==> config.mk <==
export PLATFORM = sky130hd
export DESIGN_NAME = capture_seq
export DESIGN_NICKNAME = d
export VERILOG_FILES = /design/src/rtl/cs_pkg.sv /design/src/rtl/cs_prescaler.sv /design/src/rtl/cs_edge_sel.sv /design/src/rtl/cs_slot_ctrl.sv /design/src/rtl/capture_seq.sv
export SDC_FILE = /design/constraint.sdc
export NUM_CORES = 1
export LEC_CHECK = 0
export ABC_AREA = 1
export BUFFER_PORTS_ARGS = -buffer_cell sky130_fd_sc_hd__clkbuf_2
export CAP_MARGIN = 20
export CORE_MARGIN = 10
export CORE_UTILIZATION = 52
export CTS_CLUSTER_SIZE = 12
export DETAILED_ROUTE_END_ITERATION = 8
export GPL_TIMING_DRIVEN = 0
export HOLD_SLACK_MARGIN = 0.1
export PLACE_DENSITY_LB_ADDON = 0.1
export SETUP_SLACK_MARGIN = 0.5
export SLEW_MARGIN = 0
export SYNTH_ARGS = -nofsm -noshare
export SYNTH_HDL_FRONTEND = slang
export SYNTH_SLANG_ARGS = --single-unit
export TNS_END_PERCENT = 20
==> constraint.sdc <==
create_clock -name clk_i -period 2.4 [get_ports clk_i]
set_input_delay 0.24 -clock clk_i [delete_from_list [all_inputs] [get_ports clk_i]]
set_output_delay 0.24 -clock clk_i [all_outputs]
set_load 0.005 [all_outputs]
==> src/rtl/cs_pkg.sv <==
package cs_pkg;
  localparam int CS_NUM_EV = 4;
  typedef enum logic {
    MODE_CONT    = 1'b0,
    MODE_ONESHOT = 1'b1
  } run_mode_e;
endpackage

==> src/rtl/cs_prescaler.sv <==
module cs_prescaler #(
  parameter int PS_W = 5
) (
  input  logic            clk_i,
  input  logic            rst_ni,
  input  logic            pin_i,
  input  logic [PS_W-1:0] ratio_i,
  output logic            sig_o
);
  logic            pin_q, pin_qq, div_q;
  logic [PS_W-1:0] cnt_q;
  logic            pin_rise;
  logic            bypass;

  assign pin_rise = pin_q & ~pin_qq;
  assign bypass   = (ratio_i == '0);

  always_ff @(posedge clk_i or negedge rst_ni) begin
    if (!rst_ni) begin
      pin_q  <= 1'b0;
      pin_qq <= 1'b0;
      div_q  <= 1'b0;
      cnt_q  <= '0;
    end else begin
      pin_q  <= pin_i;
      pin_qq <= pin_q;
      if (bypass) begin
        cnt_q <= '0;
      end else if (pin_rise) begin
        if (cnt_q >= ratio_i - 1'b1) begin
          cnt_q <= '0;
          div_q <= ~div_q;
        end else begin
          cnt_q <= cnt_q + 1'b1;
        end
      end
    end
  end

  assign sig_o = bypass ? pin_q : div_q;
endmodule

==> src/rtl/cs_edge_sel.sv <==
module cs_edge_sel #(
  parameter int NUM_EV = 4,
  parameter int PTR_W  = $clog2(NUM_EV)
) (
  input  logic              clk_i,
  input  logic              rst_ni,
  input  logic              sig_i,
  input  logic [NUM_EV-1:0] pol_i,
  input  logic [PTR_W-1:0]  ptr_i,
  output logic              hit_o
);
  logic prev_q;
  logic rise, fall;

  always_ff @(posedge clk_i or negedge rst_ni) begin
    if (!rst_ni) prev_q <= 1'b0;
    else         prev_q <= sig_i;
  end

  assign rise  = sig_i & ~prev_q;
  assign fall  = ~sig_i & prev_q;
  assign hit_o = pol_i[ptr_i] ? fall : rise;
endmodule

==> src/rtl/cs_slot_ctrl.sv <==
module cs_slot_ctrl #(
  parameter int NUM_EV = 4,
  parameter int PTR_W  = $clog2(NUM_EV)
) (
  input  logic             clk_i,
  input  logic             rst_ni,
  input  logic             hit_i,
  input  cs_pkg::run_mode_e mode_i,
  input  logic [PTR_W-1:0] stop_i,
  input  logic             rearm_i,
  output logic [PTR_W-1:0] ptr_o,
  output logic             frozen_o,
  output logic             take_o
);
  logic [PTR_W-1:0] ptr_q;
  logic             frozen_q;

  // rearm wins over a coincident edge
  assign take_o = hit_i & ~frozen_q & ~rearm_i;

  always_ff @(posedge clk_i or negedge rst_ni) begin
    if (!rst_ni) begin
      ptr_q    <= '0;
      frozen_q <= 1'b0;
    end else if (rearm_i) begin
      ptr_q    <= '0;
      frozen_q <= 1'b0;
    end else if (take_o) begin
      if (ptr_q == stop_i) begin
        if (mode_i == cs_pkg::MODE_ONESHOT) frozen_q <= 1'b1;
        else                                ptr_q    <= '0;
      end else begin
        ptr_q <= ptr_q + 1'b1;
      end
    end
  end

  assign ptr_o    = ptr_q;
  assign frozen_o = frozen_q;
endmodule

==> src/rtl/capture_seq.sv <==
module capture_seq #(
  parameter int NUM_EV = cs_pkg::CS_NUM_EV,
  parameter int TS_W   = 32,
  parameter int PS_W   = 5,
  localparam int PTR_W = $clog2(NUM_EV)
) (
  input  logic                         clk_i,
  input  logic                         rst_ni,
  input  logic                         pin_i,
  input  logic [TS_W-1:0]              tbase_i,
  input  logic [NUM_EV-1:0]            pol_i,
  input  logic [NUM_EV-1:0]            rst_en_i,
  input  logic                         load_en_i,
  input  logic                         one_shot_i,
  input  logic [PTR_W-1:0]             stop_sel_i,
  input  logic                         rearm_i,
  input  logic [PS_W-1:0]              presc_i,
  output logic [NUM_EV-1:0][TS_W-1:0]  cap_o,
  output logic [NUM_EV-1:0]            evt_o,
  output logic                         tb_clr_o
);
  logic             ev_sig;
  logic             hit;
  logic             take;
  logic [PTR_W-1:0] slot_ptr;
  logic             slot_frozen;
  logic             clr_q;
  cs_pkg::run_mode_e mode;

  assign mode = one_shot_i ? cs_pkg::MODE_ONESHOT : cs_pkg::MODE_CONT;

  cs_prescaler #(.PS_W(PS_W)) u_presc (
    .clk_i  (clk_i),
    .rst_ni (rst_ni),
    .pin_i  (pin_i),
    .ratio_i(presc_i),
    .sig_o  (ev_sig)
  );

  cs_edge_sel #(.NUM_EV(NUM_EV), .PTR_W(PTR_W)) u_edge (
    .clk_i (clk_i),
    .rst_ni(rst_ni),
    .sig_i (ev_sig),
    .pol_i (pol_i),
    .ptr_i (slot_ptr),
    .hit_o (hit)
  );

  cs_slot_ctrl #(.NUM_EV(NUM_EV), .PTR_W(PTR_W)) u_ctrl (
    .clk_i   (clk_i),
    .rst_ni  (rst_ni),
    .hit_i   (hit),
    .mode_i  (mode),
    .stop_i  (stop_sel_i),
    .rearm_i (rearm_i),
    .ptr_o   (slot_ptr),
    .frozen_o(slot_frozen),
    .take_o  (take)
  );

  for (genvar i = 0; i < NUM_EV; i++) begin : g_slot
    logic            sel;
    logic [TS_W-1:0] cap_q;
    logic            evt_q;
    assign sel = take && (slot_ptr == PTR_W'(i));
    always_ff @(posedge clk_i or negedge rst_ni) begin
      if (!rst_ni) begin
        cap_q <= '0;
        evt_q <= 1'b0;
      end else begin
        evt_q <= sel;
        if (sel && load_en_i) cap_q <= tbase_i;
      end
    end
    assign cap_o[i] = cap_q;
    assign evt_o[i] = evt_q;
  end

  always_ff @(posedge clk_i or negedge rst_ni) begin
    if (!rst_ni) clr_q <= 1'b0;
    else         clr_q <= take & rst_en_i[slot_ptr];
  end

  assign tb_clr_o = clr_q;
endmodule

# After elaboration in Yosys (flattened, before gate mapping)
# Index checks and enable logic that the tools add are counted.
[totals]
regBits = 145
inputBits = 53
output_inout_bits = 133
[classes]
add_sub_neg = 3
order_cmp = 2
eq_ne = 5
mux = 18
bitwise = 13
n_reduce_logical = 17
[op_table]
columns = ["operator", "n"]
rows = [
  ["5-bit 2-to-1 mux", 3],
  ["1-bit 2-to-1 mux", 9],
  ["1-bit logical AND", 8],
  ["2-bit 2-to-1 mux", 4],
  ["2-bit nonzero test", 4],
  ["1-bit inverter", 7],
  ["1-bit bitwise AND", 6],
  ["3-bit AND reduction", 2],
  ["5-bit by 1-bit adder with 5-bit output, second input constant", 1],
  ["5-bit greater-or-equal comparator", 1],
  ["5-bit zero test", 1],
  ["5-bit by 1-bit subtractor with 5-bit output, second input constant", 1],
  ["1-bit binary-select mux with 2-bit select", 2],
  ["2-bit equality test, second input constant", 2],
  ["2-bit by 3-bit less-than comparator with 1-bit output, second input constant", 1],
  ["3-bit != test, second input constant", 1],
  ["2-bit by 1-bit adder with 2-bit output, second input constant", 1],
  ["2-bit by 1-bit equality test with 1-bit output, second input constant", 1],
  ["2-bit equality test", 1],
  ["2-bit zero test", 1],
  ["2-bit AND reduction", 1],
]

# Depth between registers and ports, before layout
# Gate-level depths: netlist of run 1.
[depth]
depth_word = 9
mapped_depth = 14
ltp_nobuf = 13

# By module
# Synthesis of run 1 repeated with hierarchy kept, for this count alone.
[hier_totals]
hier_cells = 683
hier_area_um2 = 6137.1
[by_module_without_submodules]
columns = ["mod", "n_inst", "cells_per_inst", "area_each_um2", "seq_area_each_um2"]
rows = [
  ["capture_seq", 1, 552, 5208.7, 3328.2],
  ["cs_prescaler", 1, 82, 624.3, 200.2],
  ["cs_slot_ctrl", 1, 32, 207.7, 75.1],
  ["cs_edge_sel", 1, 17, 96.3, 25.0],
]

# Worst setup path after synthesis of run 1
# OpenSTA, ideal clock, no wires.
[synth_timing]
path_kind = "input-to-reg"
start = "input port presc_i[0]"
end = "register g_slot[0].cap_q[10]"
arrival_time_ns = 1.588
required_ns = 2.283
path_slack_ns = 0.695
stages = 14
n_path_buf = 1
cell_sequence = "inv_1 -> ha_1 -> inv_1 -> nor2_2 -> nand2_2 -> nand2_2 -> nand2_4 -> nand2_1 -> nand2_1 -> nor2_4 -> nand4_2 -> buf_2 -> nand2_1 -> nand2_1"
[synth_via]
elab_chain_len = 9
elab_cells_between_ends = 10
classes_between = "mux: 2; bitwise: 5; reduce/logical: 3"
[synth_rtl]
columns = ["element", "line", "source"]
rows = [
  ["start: declaration", "capture_seq.sv:17", "input logic [PS_W-1:0] presc_i,"],
  ["5-bit zero test *", "cs_prescaler.sv:16", "assign bypass = (ratio_i == '0);"],
  ["1-bit 2-to-1 mux *", "cs_prescaler.sv:40", "assign sig_o = bypass ? pin_q : div_q;"],
  ["1-bit inverter", "cs_edge_sel.sv:21", "assign fall = ~sig_i & prev_q;"],
  ["1-bit bitwise AND", "cs_edge_sel.sv:21", ""],
  ["1-bit 2-to-1 mux *", "cs_edge_sel.sv:22", "assign hit_o = pol_i[ptr_i] ? fall : rise;"],
  ["1-bit bitwise AND * (2 in a row)", "cs_slot_ctrl.sv:19", "assign take_o = hit_i & ~frozen_q & ~rearm_i;"],
  ["1-bit logical AND *", "capture_seq.sv:65", "assign sel = take && (slot_ptr == PTR_W'(i));"],
  ["1-bit logical AND *", "capture_seq.sv:72", "if (sel && load_en_i) cap_q <= tbase_i;"],
  ["end signal: assignment", "capture_seq.sv:72", ""],
  ["end: declaration", "capture_seq.sv:63", "logic [TS_W-1:0] cap_q;"],
]
# Mark *: on every way between the ends. The rest lies on a longest branch, timed or not.
# A chain may end at the register's enable or synchronous reset.

# Worst setup path in the final report of run 1
[layout_timing]
start = "register u_ctrl.ptr_q[0] (netlist: u_ctrl.ptr_o[0])"
end = "register g_slot[1].cap_q[19]"
[layout_via]
elab_chain_len = 7
elab_cells_between_ends = 8
classes_between = "eq/ne: 1; mux: 3; bitwise: 2; reduce/logical: 2"
[layout_rtl]
columns = ["element", "line", "source"]
rows = [
  ["start: declaration", "cs_slot_ctrl.sv:15", "logic [PTR_W-1:0] ptr_q;"],
  ["start signal: assignment", "cs_slot_ctrl.sv:33", "ptr_q <= ptr_q + 1'b1;"],
  ["1-bit binary-select mux with 2-bit select", "cs_edge_sel.sv:22", ""],
  ["1-bit 2-to-1 mux (not written as such)", "cs_edge_sel.sv:22", ""],
  ["1-bit 2-to-1 mux", "cs_edge_sel.sv:22", ""],
  ["1-bit bitwise AND (2 in a row)", "cs_slot_ctrl.sv:19", ""],
  ["1-bit logical AND *", "capture_seq.sv:65", ""],
  ["1-bit logical AND *", "capture_seq.sv:72", ""],
  ["end signal: assignment", "capture_seq.sv:72", ""],
  ["end: declaration", "capture_seq.sv:63", ""],
]
# Mark *: on every way between the ends. The rest lies on a longest branch, timed or not. The select of a mux whose other input is x is not followed.

==> flow_metrics.py, run 1 <==
metrics = {
    "logic_synthesis": {
        "synth_nets": 760,
        "synth_cell_types": 28,
        "syn_avg_cell_area_um2": 9.15,
        "ys_warn_count": 0,
        "netlist_area_um2": 6360,
        "ys_ff_latch": 145,
        "ys_seq_area_frac": 0.570,
        "synthCells": 695,
    },
    "critical_path": {
        "crit_path_max_incr_delay_ns": 0.39,
        "startpoint_type": "flop",
        "path_max_fanout": 7,
        "reg2reg_from": "u_ctrl.ptr_o[0]",
        "end_kind": "flop",
        "path_cells": "buf_6, inv_8, nand2_4, nand3_4, nand2_4, a21oi_4, nand3_4, buf_6, nor2_8, clkbuf_16, nand3_1, nand2_1",
        "crit_arrival_ns": 2.30,
        "path_class": "reg -> reg",
        "ff2ff_setup_slack_ns": 0.46,
        "rr_endpoint": "g_slot[1].cap_q[19]",
        "critPathSlowestCell": "dfrtp_1",
        "cp.required_ns": 2.76,
        "rr_worst_depth": 12,
    },
    "timing": {
        "max_slew_margin": 0.638,
        "setup-tns-final_ns": 0,
        "timing.final.crit_share": 0.806,
        "fmax_ghz": 0.517,
        "slew_viol_final": 0,
        "fin_hold_ws_ns": 0.105,
        "hold_viol_final": 0,
        "finalClockSkew_ns": 0.0110,
        "rsz0062_at_grt": "yes",
        "setup_viol": 0,
        "period_minus_slack_ns": 1.94,
        "tightest_slew_ns": 0.543,
        "setup_ws_ns": 0.465,
    },
    "grt": {
        "grt_pass1_vias": 6041,
        "grt_max_degree": 108,
        "grt.total_usage": 0.237,
        "overflow": 0,
        "antenna_found_initial": 0,
        "grt_pass1_wl_um": 31500,
    },
    "power": {
        "leakage_nw": 5.10,
        "finalPower_w": 0.0101,
        "p_per_area_nw_per_um2": 1130,
        "vdd_drop_max_v": 0.000609,
    },
    "cells_and_area": {
        "final-seq-area_um2": 3630,
        "final_area_um2": 8920,
        "n_antenna_cell": 0,
        "drive_above_1_share": 0.341,
        "multi_input_area_um2": 2470,
        "syn_to_final_growth_pct": 40.2,
        "nFillCells": 880,
        "final_nets": 1016,
    },
    "worst_hold_path": {
        "holdPathEnd": "g_slot[1].cap_q[18]",
        "hold_path_class": "in -> reg",
        "hold_path_depth": 3,
        "hp-start": "tbase_i[18]",
    },
    "floorplanning": {
        "die_y_um": 131,
        "die_area_um2": 17100,
        "num_io_pins": 186,
        "die_w_um": 131,
        "start_util": 0.530,
        "core_um2": 12000,
        "rows": 40,
    },
    "placed_design": {
        "gp_congestion": 0.804,
        "place_hpwl_um": 13800,
        "portBuffers": 184,
        "dp_slack_ns": 0.187,
        "post_dp_cell_area_um2": 7500,
    },
    "drt": {
        "totalWireLength_um": 20900,
        "vias_per_cell": 5.38,
        "drc": 0,
        "wl_per_cell_um": 18.8,
        "drtIter0Drc": 580,
        "firstDrtPassIters": 8,
        "ant_nets": 0,
        "vias": 5979,
    },
    "clocking": {
        "htree_levels": 4,
        "path_clk_slew_ns": 0.06,
        "clkSinkCount": 145,
        "cts-buffers-inserted": 17,
        "clock-root-buffer": "clkbuf_16",
        "cts_tree": "done",
        "cts_max_path_buffers": 2,
        "clkLatencyLatePin_ns": 0.43,
    },
    "status": {
        "outcome": "completed",
    },
    "flow_run": {
        "drv_cap": 0,
    },
}
per-stage QoR:
stage,util,cells
after floorplan,-,695
after global placement,0.622,1026
after detailed placement,0.625,1027
after CTS,0.710,1092
after global routing,0.742,1111
final,0.742,1111
area by class of cell:
cell class,instances,share of cell area
multi-input combinational,486,0.277
buffer,45,0.0427
sequential,145,0.407
clock buffer,25,0.0589
inverter,19,0.00912
clock inverter,7,0.00800
timing repair buffer,237,0.177
tap,147,0.0206
per-layer routing:
metal | vias up | GRT usage | wire, µm
met1 | 2926 | 0.295 | 8240
met3 | 38 | 0.0717 | 1880
met5 | - | 0 | 0
li1 | 2751 | - | -
met4 | 0 | 0.0785 | 418
met2 | 264 | 0.387 | 10400
registers in the layout (all words and copies together) (netlist names):
signal and count:
u_presc.pin_q 1, u_ctrl.ptr_o 2, u_presc.div_q 1, g_slot.evt_q 4, u_edge.prev_q 1, u_presc.cnt_q 5
g_slot.cap_q 128, u_ctrl.frozen_o 1, u_presc.pin_qq 1, tb_clr_o 1
logic make-up (layout without fill, tap and decap cells):
group | count (synthesis) | count (layout) | share of synthesized area
buffers and inverters | 64 | 333 | 0.0608
XOR/XNOR | 8 | 8 | 0.0110
AO/OA/AOI/OAI | 19 | 19 | 0.0167
flip-flops | 145 | 145 | 0.570
AND/OR/NAND/NOR | 447 | 447 | 0.318
adder cells (fa/ha/maj) | 12 | 12 | 0.0236
layout by cell type, fill, tap and decap left out, types with 2 or more instances in the layout:
cell type      netlist  final
nor2_1               6      6
nor2_8               4      4
nand2_2              4      9
inv_1               17     16
clkinv_4             0      2
clkinv_2             0      3
dlygate4sd3_1        0     21
a21oi_1             10     10
buf_8                0      6
clkbuf_1             3      4
nor3_1               2      2
nand3_4              1      3
dfrtp_1            145    144
buf_2               25     17
or2_2                2      2
nand3_1            140    133
clkbuf_16            0     21
nand2_4              1      4
nand4_1              2      2
xor2_1               5      5
buf_4                4     22
nor2_4               2      2
buf_12               0      6
nand3_2              1      6
xnor2_1              3      3
ha_1                12     12
clkbuf_8             0      8
nand4_4              0      4
clkbuf_2             0    183
nand2_1            277    269
buf_6               13     17
o21ai_0              8      8
buf_16               0      2
power breakdown:
group	internal (W)	total [W]	switching (W)
clock network	0.00162	0.00263	0.00101
registers	0.00328	0.00383	0.000559
logic	0.00171	0.00364	0.00193
total	0.00660	0.0101	0.00350
cells in the mapped netlist:
cell | number | area share
nand2_1 | 277 | 0.16
o21ai_0 | 8 | 0.0063
clkbuf_1 | 3 | 0.0018
nand3_1 | 140 | 0.11
nor2_2 | 1 | 0.00098
nand3_4 | 1 | 0.0028
buf_6 | 13 | 0.023
a21oi_1 | 10 | 0.0079
nor2_8 | 4 | 0.013
nand2_2 | 4 | 0.0039
xnor2_1 | 3 | 0.0041
nand3_2 | 1 | 0.0016
inv_4 | 1 | 0.00098
xor2_1 | 5 | 0.0069
nand2_4 | 1 | 0.0018
ha_1 | 12 | 0.024
buf_4 | 4 | 0.0047
a21oi_4 | 1 | 0.0026
buf_2 | 25 | 0.020
nand4_2 | 4 | 0.0079
nor3_1 | 2 | 0.0016
nor2_1 | 6 | 0.0035
nor2_4 | 2 | 0.0035
nand4_1 | 2 | 0.0020
inv_2 | 1 | 0.00059
inv_1 | 17 | 0.010
or2_2 | 2 | 0.0020
dfrtp_1 | 145 | 0.57
how the worst max path moves through the flow:
stage                    start             endpoint  slack [ns]  cells after the start
5_1_grt        u_ctrl.ptr_o[0]  g_slot[1].cap_q[19]        0.41                     12
4_1_cts        u_ctrl.ptr_o[0]   g_slot[2].cap_q[0]        0.49                     14
3_5_place_dp        presc_i[0]  g_slot[3].cap_q[14]        0.19                     15
2_1_floorplan       presc_i[0]  g_slot[0].cap_q[10]        0.69                     14
6_report       u_ctrl.ptr_o[0]  g_slot[1].cap_q[19]        0.46                     12
3_3_place_gp            rst_ni  g_slot[3].cap_q[13]       -1.25                      1
what timing repair did:
| item | CTS | global route |
|---|---|---|
| endpoints found under the hold margin | 85 | 0 |
| setup buffers | 9 | 12 |
| setup endpoints to repair | 120 | 120 |
| pin swaps | 5 | 18 |
| gates cloned | 3 | 7 |
| hold buffers | 21 | 0 |
| gates resized for setup | 25 | 36 |
critical path: cells and delay by family (launching register included):
| family | cells | cell delay (ns) |
|---|---|---|
| AO/OA/AOI/OAI | 1 | 0.15 |
| AND/OR/NAND/NOR | 7 | 0.73 |
| flip-flops | 1 | 0.39 |
| buffers and inverters | 4 | 0.59 |
No activity file was read; power rests on OpenSTA's default activity.
==> inputs of run 2 (changes only) <==
--- a/config.mk
+++ b/config.mk
@@ -5,7 +5,7 @@
 export SDC_FILE = /design/constraint.sdc
 export NUM_CORES = 1
 export LEC_CHECK = 0
-export ABC_AREA = 1
+export ABC_AREA = 0
 export BUFFER_PORTS_ARGS = -buffer_cell sky130_fd_sc_hd__clkbuf_2
 export CAP_MARGIN = 20
 export CORE_MARGIN = 10
==> constraint.sdc (replaced) <==
create_clock -name clk_i -period 1.9 [get_ports clk_i]
set_input_delay 0.19 -clock clk_i [delete_from_list [all_inputs] [get_ports clk_i]]
set_output_delay 0.19 -clock clk_i [all_outputs]
set_load 0.005 [all_outputs]
==> run 2 against run 1 <==
  * The flow now finishes with violations (negative setup slack)
  * Largest cell class unchanged
  * Combinational power decreased by 16%
  * Count of clock-buffer cells in the layout decreased by 1
  * Final cell count decreased by 30%
  * Sequential cell count unchanged
  * Total power increased by 5.7%
  * Via count decreased by 34%
  * Die area increased by 0.33%
  * Cell area decreased by 1.9%
==> flow_metrics.py, run 2 <==
metrics = {
    "timing": {
        "max_slew_margin": 0.542,
        "tightest_slew_ns": 0.685,
        "slew_viol_final": 0,
        "finalClockSkew_ns": 0.00759,
        "setup_viol": 135,
        "hold_viol_final": 0,
        "fmax_ghz": 0.424,
        "rsz0062_at_grt": "yes",
        "timing.final.crit_share": 1.24,
        "setup_ws_ns": -0.458,
        "period_minus_slack_ns": 2.36,
    },
    "clocking": {
        "clkLatencyLatePin_ns": 0.42,
        "clkSinkCount": 145,
        "clock-root-buffer": "clkbuf_16",
        "cts-buffers-inserted": 17,
        "cts_tree": "done",
        "path_clk_slew_ns": 0.06,
        "htree_levels": 4,
        "cts_max_path_buffers": 2,
    },
    "logic_synthesis": {
        "synth_mux_area_frac": 0.306,
        "synth-simple-area-share": 0.0413,
        "ys_seq_area_frac": 0.568,
        "synthCells": 374,
        "ys_ff_latch": 145,
        "netlist_area_um2": 6390,
        "synth_common_cells": "dfrtp_1 (145), mux2_4 (120), buf_6 (12), ha_1 (12), inv_1 (9)",
        "synth_top_area_frac": 0.568,
        "synthXorXnorAreaFrac": 0.00960,
        "syn_avg_cell_area_um2": 17.1,
        "synth_area_leaders": "dfrtp_1 (57%), mux2_4 (28%), ha_1 (2.4%)",
        "synth_cell_types": 35,
        "synth_enable_flop_cells": 0,
        "ys_warn_count": 0,
        "synth.most_common_cell": "dfrtp_1",
        "synth_top_area_cell": "dfrtp_1",
        "synth_nets": 439,
        "synth_top_family_by_area": "multiplexers",
        "synth_compound_area_frac": 0.0192,
        "synth_fa_ha_area_frac": 0.0235,
        "postSynth.asyncResetShare": 1.00,
        "synthFlopType": "dfrtp_1",
    },
    "drt": {
        "firstDrtPassIters": 6,
        "totalWireLength_um": 15300,
        "drtIter0Drc": 112,
        "vias": 3943,
        "vias_per_cell": 5.06,
        "ant_nets": 0,
        "wl_per_cell_um": 19.7,
        "drc": 0,
    },
    "critical_path": {
        "end_kind": "flop",
        "critPathSlowestCell": "mux4_2",
        "cp.required_ns": 2.20,
        "rr_worst_depth": 8,
        "crit_arrival_ns": 2.65,
        "path_max_fanout": 10,
        "ff2ff_setup_slack_ns": -0.46,
        "setup.worst_path.start": "u_ctrl.ptr_o[0]",
        "path_class": "reg -> reg",
        "crit_path_max_incr_delay_ns": 0.50,
        "rr_endpoint": "g_slot[1].cap_q[17]",
        "startpoint_type": "flop",
        "path_cells": "buf_6, mux4_2, or3_4, nand2_8, buf_12, nand3_4, buf_8, mux2_4",
        "endpoint": "g_slot[1].cap_q[17]",
        "reg2reg_from": "u_ctrl.ptr_o[0]",
    },
    "floorplanning": {
        "core_um2": 12000,
        "die_y_um": 131,
        "num_io_pins": 186,
        "die_w_um": 131,
        "start_util": 0.532,
        "rows": 40,
        "die_area_um2": 17100,
    },
    "placed_design": {
        "gp_congestion": 0.793,
        "portBuffers": 185,
        "place_hpwl_um": 10800,
        "post_dp_cell_area_um2": 7550,
    },
    "flow_run": {
        "drv_cap": 0,
    },
    "grt": {
        "met3_usage": 0.0733,
        "antenna_found_initial": 0,
        "grt_pass1_wl_um": 24400,
        "busiest_layer": "met2",
        "grt.total_usage": 0.187,
        "use_met2": 0.304,
        "overflow": 0,
        "grt_max_degree": 112,
        "grt_pass1_vias": 4438,
        "use_met1": 0.226,
    },
    "cells_and_area": {
        "final_cell_mix": "clkbuf_2 (184), dfrtp_1 (144), mux2_4 (120)",
        "final_common_cell": "clkbuf_2",
        "syn_to_final_growth_pct": 37.0,
        "largest_reg_flops": 128,
        "largest_register": "g_slot.cap_q",
        "drive_above_1_share": 0.610,
        "n_antenna_cell": 0,
        "final_area_um2": 8750,
        "nFillCells": 807,
        "final_nets": 687,
        "top_regs": "g_slot.cap_q: 128 flops, u_presc.cnt_q: 5 flops, g_slot.evt_q: 4 flops",
    },
    "power": {
        "netSwitchingFraction": 0.268,
        "p_sw_w": 0.00286,
        "p_per_area_nw_per_um2": 1220,
        "cellInternalPower_w": 0.00782,
        "p_comb_frac": 0.284,
        "leakage_nw": 4.91,
        "finalPower_w": 0.0107,
        "p_clk_frac": 0.312,
        "vdd_drop_max_v": 0.000607,
        "seq_power_share": 0.403,
    },
    "status": {
        "violations": "negative setup slack",
        "outcome": "finished, violations left",
    },
    "worst_hold_path": {
        "hold_path_class": "in -> reg",
    },
}
## run 2: area by class of cell
| type | instances | area, µm² | share of cell area |
|---|---|---|---|
| well taps | 147 | 184 | 0.0210 |
| inverters | 9 | 33.8 | 0.00386 |
| clock buffers | 24 | 482 | 0.0550 |
| plain buffers | 17 | 244 | 0.0279 |
| flip-flops and latches | 145 | 3630 | 0.415 |
| multi-input cells | 203 | 2630 | 0.301 |
| clock inverters | 6 | 105 | 0.0120 |
| repair buffers | 229 | 1440 | 0.165 |
## run 2: how the worst min path moves through the flow
stage / to / slack (ns) / startpoint / cells past startpoint
final: u_ctrl.ptr_o[1] / 0.13 / stop_sel_i[1] / 4
after global routing: u_ctrl.ptr_o[1] / 0.15 / stop_sel_i[1] / 4
after CTS: u_ctrl.ptr_o[1] / 0.11 / stop_sel_i[1] / 4
after detailed placement: g_slot[0].cap_q[15] / 0.12 / rst_ni / 1
after global placement: u_presc.pin_q / 0.30 / pin_i / 1
after floorplan: g_slot[0].cap_q[0] / -0.11 / rst_ni / 0
## run 2: power by group through the flow
stage	Combinational (W)	Clock (W)	Sequential, W
detailed placement	0.00280	0	0.00434
global route	0.00331	0.00353	0.00441
CTS	0.00305	0.00340	0.00430
finish	0.00304	0.00334	0.00431
global placement	0.00273	0	0.00431
floorplan	0.00163	0	0.00430
## run 2: routing by layer
metal  routed length (µm)  vias to the layer above
met5                    0                        -
met4                  168                        0
met3                 1330                       17
met2                 7520                      130
met1                 6330                     1971
li1                     -                     1825
## run 2: per-stage QoR
stage / hold slack (ns) / setup WS (ns) / setup TNS [ns] / util / cells
after global routing: 0.154 / -0.533 / -65.78 / 0.729 / 780
after detailed placement: 0.116 / -0.514 / -65.01 / 0.629 / 707
after CTS: 0.109 / -0.445 / -54.34 / 0.724 / 780
after floorplan: -0.106 / -0.307 / -37.49 / - / 374
after global placement: 0.302 / -1.69 / -301.67 / 0.626 / 706
final: 0.128 / -0.458 / -55.14 / 0.729 / 780
## run 2: critical path: cells and delay by family, from the launching register on
kind | cells | cell delay (ns)
muxes | 2 | 0.81
DFF | 1 | 0.36
and+or+nand+nor | 3 | 0.62
buffers and inverters | 3 | 0.45
## run 2: cells by family after synthesis
| kind of cell | after synthesis |
|---|---|
| AOI/OAI and AO/OA | 17 |
| and+or+nand+nor | 35 |
| xor gates and xnor gates | 7 |
| muxes | 132 |
| adders and majority gates | 12 |
| buffers and inverters | 26 |
| DFF | 145 |
## run 2: timing repair
action	CTS	global route
resized for setup	19	10
buffers inserted	6	0
cloned	2	0
setup endpoints to repair	142	142
hold endpoints to repair	166	0
pin swaps	12	9
hold buffers	35	0
==> inputs of run 3 (changes only) <==
--- a/config.mk
+++ b/config.mk
@@ -6,15 +6,18 @@
 export NUM_CORES = 1
 export LEC_CHECK = 0
 export ABC_AREA = 0
+export ABC_CLOCK_PERIOD_IN_PS = 1900
 export BUFFER_PORTS_ARGS = -buffer_cell sky130_fd_sc_hd__clkbuf_2
 export CAP_MARGIN = 20
 export CORE_MARGIN = 10
 export CORE_UTILIZATION = 52
+export CTS_CLUSTER_DIAMETER = 120
 export CTS_CLUSTER_SIZE = 12
 export DETAILED_ROUTE_END_ITERATION = 8
 export GPL_TIMING_DRIVEN = 0
 export HOLD_SLACK_MARGIN = 0.1
 export PLACE_DENSITY_LB_ADDON = 0.1
+export REMOVE_ABC_BUFFERS = 1
 export SETUP_SLACK_MARGIN = 0.5
 export SLEW_MARGIN = 0
 export SYNTH_ARGS = -nofsm -noshare
==> run 3 against run 2 <==
  * The flow still finishes with violations (negative setup slack)
  * Sequential power hardly changed
  * Clock power is 5% higher
  * Via count is 1.2% higher
  * Worst setup slack better by 0.15 ns
  * Count of clock-buffer cells in the layout is 3 lower
  * Global-route usage is 0.78 points higher
  * Sequential cell count stayed put
  * Critical path type unchanged
==> flow_metrics.py, run 3 (synthesized netlist as in run 2, its figures left out) <==
metrics = {
    "floorplanning": {
        "die_area_um2": 17100,
        "die_w_um": 131,
        "num_io_pins": 186,
        "die_y_um": 131,
        "core_um2": 12000,
        "start_util": 0.532,
        "rows": 40,
    },
    "timing": {
        "timing.final.crit_share": 1.16,
        "slew_viol_final": 0,
        "rsz0062_at_grt": "yes",
        "period_minus_slack_ns": 2.21,
        "setup_viol": 135,
        "hold_viol_final": 0,
        "setup_ws_ns": -0.308,
        "fmax_ghz": 0.453,
        "max_slew_margin": 0.408,
        "tightest_slew_ns": 0.887,
        "finalClockSkew_ns": 0.00539,
    },
    "drt": {
        "totalWireLength_um": 16300,
        "ant_nets": 0,
        "drtIter0Drc": 208,
        "vias_per_cell": 5.11,
        "firstDrtPassIters": 4,
        "wl_per_cell_um": 20.9,
        "drc": 0,
        "vias": 3990,
    },
    "critical_path": {
        "crit_arrival_ns": 2.51,
        "startpoint_type": "flop",
        "cp.required_ns": 2.20,
        "end_kind": "flop",
        "path_class": "reg -> reg",
        "path_max_fanout": 5,
    },
    "clocking": {
        "path_clk_slew_ns": 0.06,
        "cts_tree": "done",
        "clock-root-buffer": "clkbuf_16",
        "clkSinkCount": 145,
        "cts_max_path_buffers": 2,
        "cts-buffers-inserted": 17,
        "clkLatencyLatePin_ns": 0.42,
        "htree_levels": 4,
    },
    "placed_design": {
        "portBuffers": 185,
        "gp_congestion": 0.752,
        "dp_slack_ns": -1.06,
        "post_dp_cell_area_um2": 7360,
        "place_hpwl_um": 10200,
        "place_inst": 690,
    },
    "cells_and_area": {
        "top_regs": "g_slot.cap_q: 128 flops, u_presc.cnt_q: 5 flops, g_slot.evt_q: 4 flops",
        "final_cell_mix": "clkbuf_2 (184), dfrtp_1 (142), mux2_4 (120)",
        "final_nets": 687,
        "drive_above_1_share": 0.621,
        "final_common_cell": "clkbuf_2",
        "final_area_um2": 8840,
        "syn_to_final_growth_pct": 38.4,
        "n_antenna_cell": 0,
        "largest_reg_flops": 128,
        "largest_register": "g_slot.cap_q",
        "fin_cells": 781,
    },
    "power": {
        "leakage_nw": 4.89,
        "vdd_drop_max_v": 0.000593,
        "p_per_area_nw_per_um2": 1240,
    },
    "worst_hold_path": {
        "hold_path_class": "in -> reg",
    },
    "grt": {
        "grt_pass1_wl_um": 25300,
        "antenna_found_initial": 0,
        "grt_pass1_vias": 4363,
        "grt.total_usage": 0.195,
        "overflow": 0,
        "grt_max_degree": 89,
    },
    "status": {
        "outcome": "finished, violations left",
        "violations": "negative setup slack",
    },
    "flow_run": {
        "drv_cap": 0,
    },
}
run 3: power by group:
group	switching (W)	internal, W	leakage, nW
Clock	0.00123	0.00229	0.313
Combinational	0.00130	0.00183	2.65
Sequential	0.000500	0.00381	1.93
Total	0.00303	0.00793	4.89
run 3: path summary, 6_finish.rpt:
check                           startpoint             endpoint  slack, ns  cells past startpoint
max                        u_ctrl.ptr_o[0]   g_slot[0].cap_q[9]      -0.31                      6
min                                rearm_i      g_slot[3].evt_q       0.19                      3
max reg2reg                u_ctrl.ptr_o[0]   g_slot[0].cap_q[9]      -0.31                      6
min reg2reg                  u_presc.pin_q       u_presc.pin_qq       0.44                      0
max in group asynchronous           rst_ni  g_slot[1].cap_q[16]       0.81                      3
min in group asynchronous           rst_ni  g_slot[1].cap_q[12]       0.30                      2
run 3: worst max-delay path: stages, from the launching register on:
cell,delay [ns]
dfrtp_2,0.39
mux4_2,0.53
or3_4,0.41
nand2_4,0.16
nand3_4,0.11
buf_6,0.19
mux2_4,0.30
run 3: routing by layer:
layer | up-vias | GRT usage | share of wire
met4 | 0 | 0.0798 | 0.017
li1 | 1826 | - | -
met1 | 2018 | 0.244 | 0.42
met5 | - | 0 | 0
met2 | 122 | 0.308 | 0.49
met3 | 24 | 0.0616 | 0.068
run 3: repair_timing:
action	in CTS	in global routing
resized for setup	15	13
buffers inserted	17	2
pin swaps	15	12
gates cloned	4	1
endpoints found under the setup margin	142	142
hold buffers	36	0
endpoints found under the hold margin	189	0
run 3: layout make-up:
type                       instances  area [µm²]
clock buffer                      21         470
inverter                           9        33.8
fill                             762        3170
sequential                       145        3630
timing repair buffer             241        1630
multi-input combinational        208        2740
tap                              147         184
clock inverter                    10         158
run 3: through the flow:
step / total power [W] / utilization / setup TNS, ns / hold slack (ns)
floorplan: 0.00585 / - / -77.31 / -0.106
global placement: 0.00697 / 0.610 / -371.01 / 0.303
CTS: 0.0109 / 0.728 / -39.37 / 0.170
detailed placement: 0.00706 / 0.613 / -135.87 / 0.189
finish: 0.0110 / 0.736 / -38.27 / 0.188
global route: 0.0115 / 0.736 / -46.15 / 0.199
